## src/rtl/defl_guard.sv

```systemverilog
module defl_guard #(
  parameter int LW = 8
) (
  input  logic          clk,
  input  logic          rst_n,
  input  logic          field_start,
  input  logic          flyback_in,
  input  logic [LW-1:0] safety_lvl,
  input  logic [LW-1:0] thr_lo,
  input  logic [LW-1:0] hys_lo,
  input  logic [LW-1:0] thr_hi,
  input  logic [LW-1:0] hys_hi,
  input  logic          blank_fly_en,
  output logic          rgb_blank,
  output logic          hdrive_en
);

  typedef enum logic [1:0] {S_OK = 2'd0, S_BLANK = 2'd1, S_SHUT = 2'd2} sstate_t;

  logic fb_m, fb_s, fb_d;
  logic edge_seen, miss_blk, primed;
  logic fall, field_ok;
  sstate_t st, st_nx;
  logic [LW-1:0] lo_exit, hi_exit;

  always_ff @(posedge clk or negedge rst_n)
    if (!rst_n) begin
      fb_m <= 1'b0;
      fb_s <= 1'b0;
      fb_d <= 1'b0;
    end else begin
      fb_m <= flyback_in;
      fb_s <= fb_m;
      fb_d <= fb_s;
    end

  assign fall     = fb_d & ~fb_s;
  assign field_ok = edge_seen | fall;

  always_ff @(posedge clk or negedge rst_n)
    if (!rst_n) begin
      edge_seen <= 1'b0;
      miss_blk  <= 1'b0;
      primed    <= 1'b0;
    end else if (field_start) begin
      edge_seen <= 1'b0;
      miss_blk  <= ~field_ok;
      primed    <= primed | field_ok;
    end else if (fall) begin
      edge_seen <= 1'b1;
    end

  assign lo_exit = (thr_lo >= hys_lo) ? thr_lo - hys_lo : '0;
  assign hi_exit = (thr_hi >= hys_hi) ? thr_hi - hys_hi : '0;

  always_comb begin
    st_nx = st;
    case (st)
      S_OK:
        if (safety_lvl > thr_hi)      st_nx = S_SHUT;
        else if (safety_lvl > thr_lo) st_nx = S_BLANK;
      S_BLANK:
        if (safety_lvl > thr_hi)       st_nx = S_SHUT;
        else if (safety_lvl < lo_exit) st_nx = S_OK;
      S_SHUT:
        if (safety_lvl < hi_exit)
          st_nx = (safety_lvl < lo_exit) ? S_OK : S_BLANK;
      default: st_nx = S_SHUT;
    endcase
  end

  always_ff @(posedge clk or negedge rst_n)
    if (!rst_n) st <= S_OK;
    else        st <= st_nx;

  assign rgb_blank = ~primed | miss_blk | (st != S_OK) | (blank_fly_en & fb_s);
  assign hdrive_en = primed & (st != S_SHUT);

  // The enable may only come up on the cycle after a field strobe.
  p_prime_on_strobe_r1: assert property (@(posedge clk) disable iff (!rst_n)
    $rose(hdrive_en) && !$past(st == S_SHUT) |-> $past(field_start));

  // A field without an edge forces the blank request.
  p_missing_edge_r3: assert property (@(posedge clk) disable iff (!rst_n)
    field_start && !edge_seen && !fall |=> rgb_blank);

  // A level inside the lower band leaves RGB blanked.
  p_mid_band_r6: assert property (@(posedge clk) disable iff (!rst_n)
    safety_lvl > thr_lo && safety_lvl <= thr_hi |=> rgb_blank);

  // A level above the upper threshold turns off the drive.
  p_over_hi_r7: assert property (@(posedge clk) disable iff (!rst_n)
    safety_lvl > thr_hi |=> !hdrive_en && rgb_blank);

  // Shutdown holds while the level stays at or above the exit point.
  p_shut_hold_r9: assert property (@(posedge clk) disable iff (!rst_n)
    st == S_SHUT && safety_lvl >= hi_exit |=> !hdrive_en);

endmodule

```

## config.mk

```make
export PLATFORM = sky130hd
export DESIGN_NAME = defl_guard
export DESIGN_NICKNAME = d
export VERILOG_FILES = /design/src/rtl/defl_guard.sv
export SDC_FILE = /design/constraint.sdc
export NUM_CORES = 1
export LEC_CHECK = 0
export BUFFER_PORTS_ARGS = -buffer_cell sky130_fd_sc_hd__buf_2
export CORE_MARGIN = 8
export CORE_UTILIZATION = 40
export CTS_CLUSTER_DIAMETER = 40
export DETAILED_ROUTE_END_ITERATION = 16
export SYNTH_ARGS = -nofsm -noshare
export SYNTH_HDL_FRONTEND = slang
export SYNTH_SLANG_ARGS = --single-unit
```

## constraint.sdc

```tcl
create_clock -name clk -period 1.5 [get_ports clk]
set_input_delay 0.3 -clock clk [delete_from_list [all_inputs] [get_ports clk]]
set_output_delay 0.3 -clock clk [all_outputs]
set_load 0.1 [all_outputs]
```

# [Word-level counts from Yosys, hierarchy flattened]
# Index checks and enable logic that the tools add are counted.
[word_totals] output_inout_bits=2 regBits=8 elab_cells=47 inputBits=45
[classes] n_mux=11 reduce_logical=4 bitwise_logic=11 addsub=2 n_lt_le_gt_ge=6 n_eq_ne=6
[ops] op="$ge 8x8->1" count=2
[ops] op="$gt 8x8->1" count=2
[ops] op="$lt 8x8->1" count=2
[ops] op="$mux 8" count=2
[ops] op="$sub 8x8->8" count=2
[ops] op="$mux 2" count=5
[ops] op="$ne 3x3->1 const B" count=2
[ops] op="$pmux 2 s3" count=1
[ops] op="$or 1x1->1" count=5
[ops] op="$ne 2x2->1 const B" count=2
[ops] op="$reduce_bool 2->1" count=2
[ops] op="$and 1x1->1" count=3
[ops] op="$mux 1" count=3
[ops] op="$not 1->1" count=3
[ops] op="$reduce_and 3->1" count=1
[ops] op="$eq 2x1->1 const B" count=1
[ops] op="$eq 2x2->1 const B" count=1
[ops] op="$logic_not 2->1" count=1

# [Logic depth before layout (Yosys ltp)]
[depth] word_depth=6 ltp_mapped=17 ltp_nobuf=17

# [Worst setup path before layout]
# Ideal clock, no wire load.
[synth_timing] path_kind="input -> register" startpoint="input thr_lo[0]" endpoint="register st[0]" slack_ps=-1426 n_path_buf=0 arrival_ps=2808 cell_stages=15 required_time_ps=1382 setup_ps=118 path_cell_list="inv_1 ha_1 fa_1 nand2b_1 a21oi_4 a41oi_1 o21ai_1 nand2_1 ha_1 a21o_1 a21o_1 nand2_1 a21oi_1 a221o_1 a21o_1"
[synth_via] elab_chain_len=6 elab_cells_between_ends=11 cone_classes="add/sub (1); order compare (3); eq/ne (2); mux (4); reduce/logical (1)"
[synth_rtl] item="start, declared" line_no="9" rtl="input logic [LW-1:0] thr_lo,"
[synth_rtl] item="$sub 8x8->8 or $ge 8x8->1 (tied branches)" line_no="53" rtl="assign lo_exit = (thr_lo >= hys_lo) ? thr_lo - hys_lo : '0;"
[synth_rtl] item="$mux 8" line_no="53"
[synth_rtl] item="$lt 8x8->1" line_no="64, 67"
[synth_rtl] item="$mux 1" line_no="67" rtl="st_nx = (safety_lvl < lo_exit) ? S_OK : S_BLANK;"
[synth_rtl] item="$mux 2" line_no="66" rtl="if (safety_lvl < hi_exit)"
[synth_rtl] item="$pmux 2 s3" line_no="58" rtl="case (st)"
[synth_rtl] item="end signal, assigned" line_no="74" rtl="else st <= st_nx;"
[synth_rtl] item="end, declared" line_no="23" rtl="sstate_t st, st_nx;"
# Several ways; a longest one is shown, not always the timed one. The select of a mux whose other input is x is not followed.
# A chain may end at the register's enable or synchronous reset.

# [Worst setup path after layout]
# Ends and elaborated chain as after synthesis.

==> flow_metrics.env <==
export IMPL_synth_edf_count=0
export IMPL_htreeDepth=1
export IMPL_required_ns=1.62
export IMPL_track_usage_pct=13.9
export IMPL_crit_path_end_kind="flop"
export IMPL_power_density_nw_per_um2=698
export IMPL_root_buffer="clkbuf_8"
export IMPL_ir_worst_vdd_mv=0.374
export IMPL_rr_startpoint="st[1]"
export IMPL_slew_headroom_pct=75.8
export IMPL_drt_antenna_violating_nets=0
export IMPL_yosysTopAreaCell="ha_1"
export IMPL_status="complete, but fails checks"
export IMPL_drc=0
export IMPL_synth_flop_cell="dfrtp_1"
export IMPL_violations="setup timing"
export IMPL_fmax_mhz=364
export IMPL_synth_ff_latch_count=8
export IMPL_postSynthAreaPerCell_um2=7.67
export IMPL_io_pins=47
export IMPL_drt_wl_total_um=4970
export IMPL_routedWlPerCell_um=12.2
export IMPL_rows=24
export IMPL_worstMarginPinSlew_ns=0.363
export IMPL_syn_area_um2=1830
export IMPL_vias=2039
export IMPL_critPathKind="in -> reg"
export IMPL_final_layout_size_suffix_gt1_share_pct=44.5
export IMPL_syn_num_nets=331
export IMPL_grt_max_degree=9
export IMPL_worst_ep_arrival_time_ns=2.87
export IMPL_grt_pass1_vias=2106
export IMPL_clockBufferDepth=2
export IMPL_fin_ws_ns=-1.25
export IMPL_coreArea_um2=4380
export IMPL_power_leakage_nw=1.57
export IMPL_hold_slack_ns=0.181
export IMPL_period_share_pct=183
export IMPL_syn_to_final_growth_pct=59.8
export IMPL_rsz0062_at_grt="yes"
export IMPL_holdCritPathClass="in -> reg"
export IMPL_detailed_place_hpwl_um=4360
export IMPL_ys_warn_count=0
export IMPL_antenna_found_initial=0
export IMPL_diodes=0
export IMPL_fin_crit_ns=2.75
export IMPL_clock_sinks=8
export IMPL_io_buffers=46
export IMPL_path_max_fanout=3
export IMPL_drtIter0Drc=59
export IMPL_cts_tree="built"
export IMPL_startpoint="thr_lo[0]"
export IMPL_hold_start="flyback_in"
export IMPL_final_hold_viol_count=0
export IMPL_nNetsFinal=452
export IMPL_synthArstFlopShare_pct=100
export IMPL_dr_pass1_iters=4
export IMPL_die_x_um=83.6
export IMPL_die_area_um2=6980
export IMPL_gp_congestion=0.742
export IMPL_startpoint_type="primary input"
export IMPL_synth_most_common_cell="ha_1"
export IMPL_routed_via_density=4.99
export IMPL_synth_top_area_share_pct=31.5
export IMPL_cts_buffers=3
export IMPL_clk_pin_slew_ns=0.04
export IMPL_finalMaxSlewViolations=0
export IMPL_nFillCells=408
export IMPL_grt_overflow=0
export IMPL_seq_area_frac_synth_pct=11.0
export IMPL_synth_cell_types=45
export IMPL_fin_skew_ns=0.00492
export IMPL_start_util_pct=41.6
export IMPL_total_power_mw=2.04
export IMPL_setup_violations=4
export IMPL_synth_top_cells_by_count="ha_1 (46), inv_1 (38), nand2_1 (22)"
export IMPL_insertion_delay_ns=0.23
export IMPL_die_h_um=83.6
export IMPL_synthCells=238
export IMPL_maxCapViolCount=0
export IMPL_synthTopCellsByArea="ha_1 (32%), dfrtp_1 (11%), inv_1 (7.8%)"
export IMPL_grt_pass1_wl_um=8600
[worst max-delay path: stages]
cell and delay (ns):
buf_4 0.12, inv_8 0.03, ha_4 0.15, fa_2 0.35
nand2b_4 0.16, a21oi_4 0.19, buf_4 0.14, buf_4 0.10
xor2_1 0.15, nand2_1 0.08, ha_1 0.28, o2111a_1 0.25
nand2_1 0.07, a21oi_1 0.04, a221o_1 0.30, a21o_1 0.15
[kinds of logic (layout without fill, tap and decap cells)]
family	count (synthesis)	count (layout)	synth area share (%)
AND/OR/NAND/NOR	76	76	20.6
AO/OA/AOI/OAI	61	61	23.4
adder cells (fa/ha/maj)	48	48	33.7
buffers and inverters	38	157	7.81
flip-flops	8	8	11.0
XOR/XNOR	5	5	2.40
multiplexers	2	2	1.17
[flip-flops by register name, summed over array words and instances, names as in the netlist]
signal and flops:
st 2, miss_blk 1, primed 1, fb_s 1
edge_seen 1, fb_d 1, fb_m 1
[cells in the final DEF (no fill, tap or decap), drive strengths merged, types with 5 or more instances in the layout]
cell type  Yosys  routed
nor2b          5       5
o211ai         5       5
o21a           5       5
buf            0     115
dfrtp          8       8
a21o           9       9
inv           38      38
nand2         22      22
nand3          5       5
nor2          21      21
nand4          7       7
ha            46      46
o21ai          8       8
a21oi         16      16
[layout make-up]
| class | count | area [um^2] | share of cell area, % |
|---|---|---|---|
| Clock buffer | 3 | 41.3 | 1.42 |
| Inverter | 38 | 153 | 5.23 |
| Multi-Input combinational cell | 192 | 1660 | 57.0 |
| Sequential cell | 8 | 200 | 6.86 |
| Tap cell | 52 | 65.1 | 2.23 |
| Timing Repair Buffer | 116 | 796 | 27.3 |
[report_power, final]
part | internal [mW] | total, mW | switching, mW
registers | 0.251 | 0.302 | 0.0509
logic | 0.757 | 1.48 | 0.721
clock network | 0.174 | 0.255 | 0.0815
total | 1.18 | 2.04 | 0.853
[per-stage QoR]
stage	cell area, um^2	utilization [%]	setup TNS [ns]	cells	setup slack (ns)
final	2920	66.6	-2.42	409	-1.25
after global routing	2920	66.6	-2.85	409	-1.37
after CTS	2800	63.9	-2.56	407	-1.22
after detailed placement	2680	61.0	-3.03	401	-1.58
after global placement	2680	61.0	-2.94	401	-1.52
after floorplan	1880	-	-2.35	238	-1.22
[what timing repair did]
item / in CTS / in global routing
hold buffers: 1 / 0
endpoints found under the hold margin: 8 / 0
pin swaps: 8 / 14
gates resized for setup: 17 / 18
buffers inserted: 2 / 2
endpoints found under the setup margin: 4 / 4
[routing by layer]
metal / vias up / global-route usage (%) / part of all wire, %
li1: 1088 / - / -
met1: 909 / 16.1 / 46
met3: 2 / 2.05 / 3.4
met5: - / 0 / 0
met4: 0 / 3.30 / 0.28
met2: 40 / 25.7 / 50
[final timing paths]
kind,slack (ns),depth (start not counted),end
max in group asynchronous,0.90,2,fb_s
min reg2reg,0.35,0,fb_s
min in group asynchronous,0.43,2,primed
max reg2reg,-0.06,6,st[0]
min,0.18,1,fb_m
max,-1.25,16,st[0]
Power figures use the tool's default switching activity.
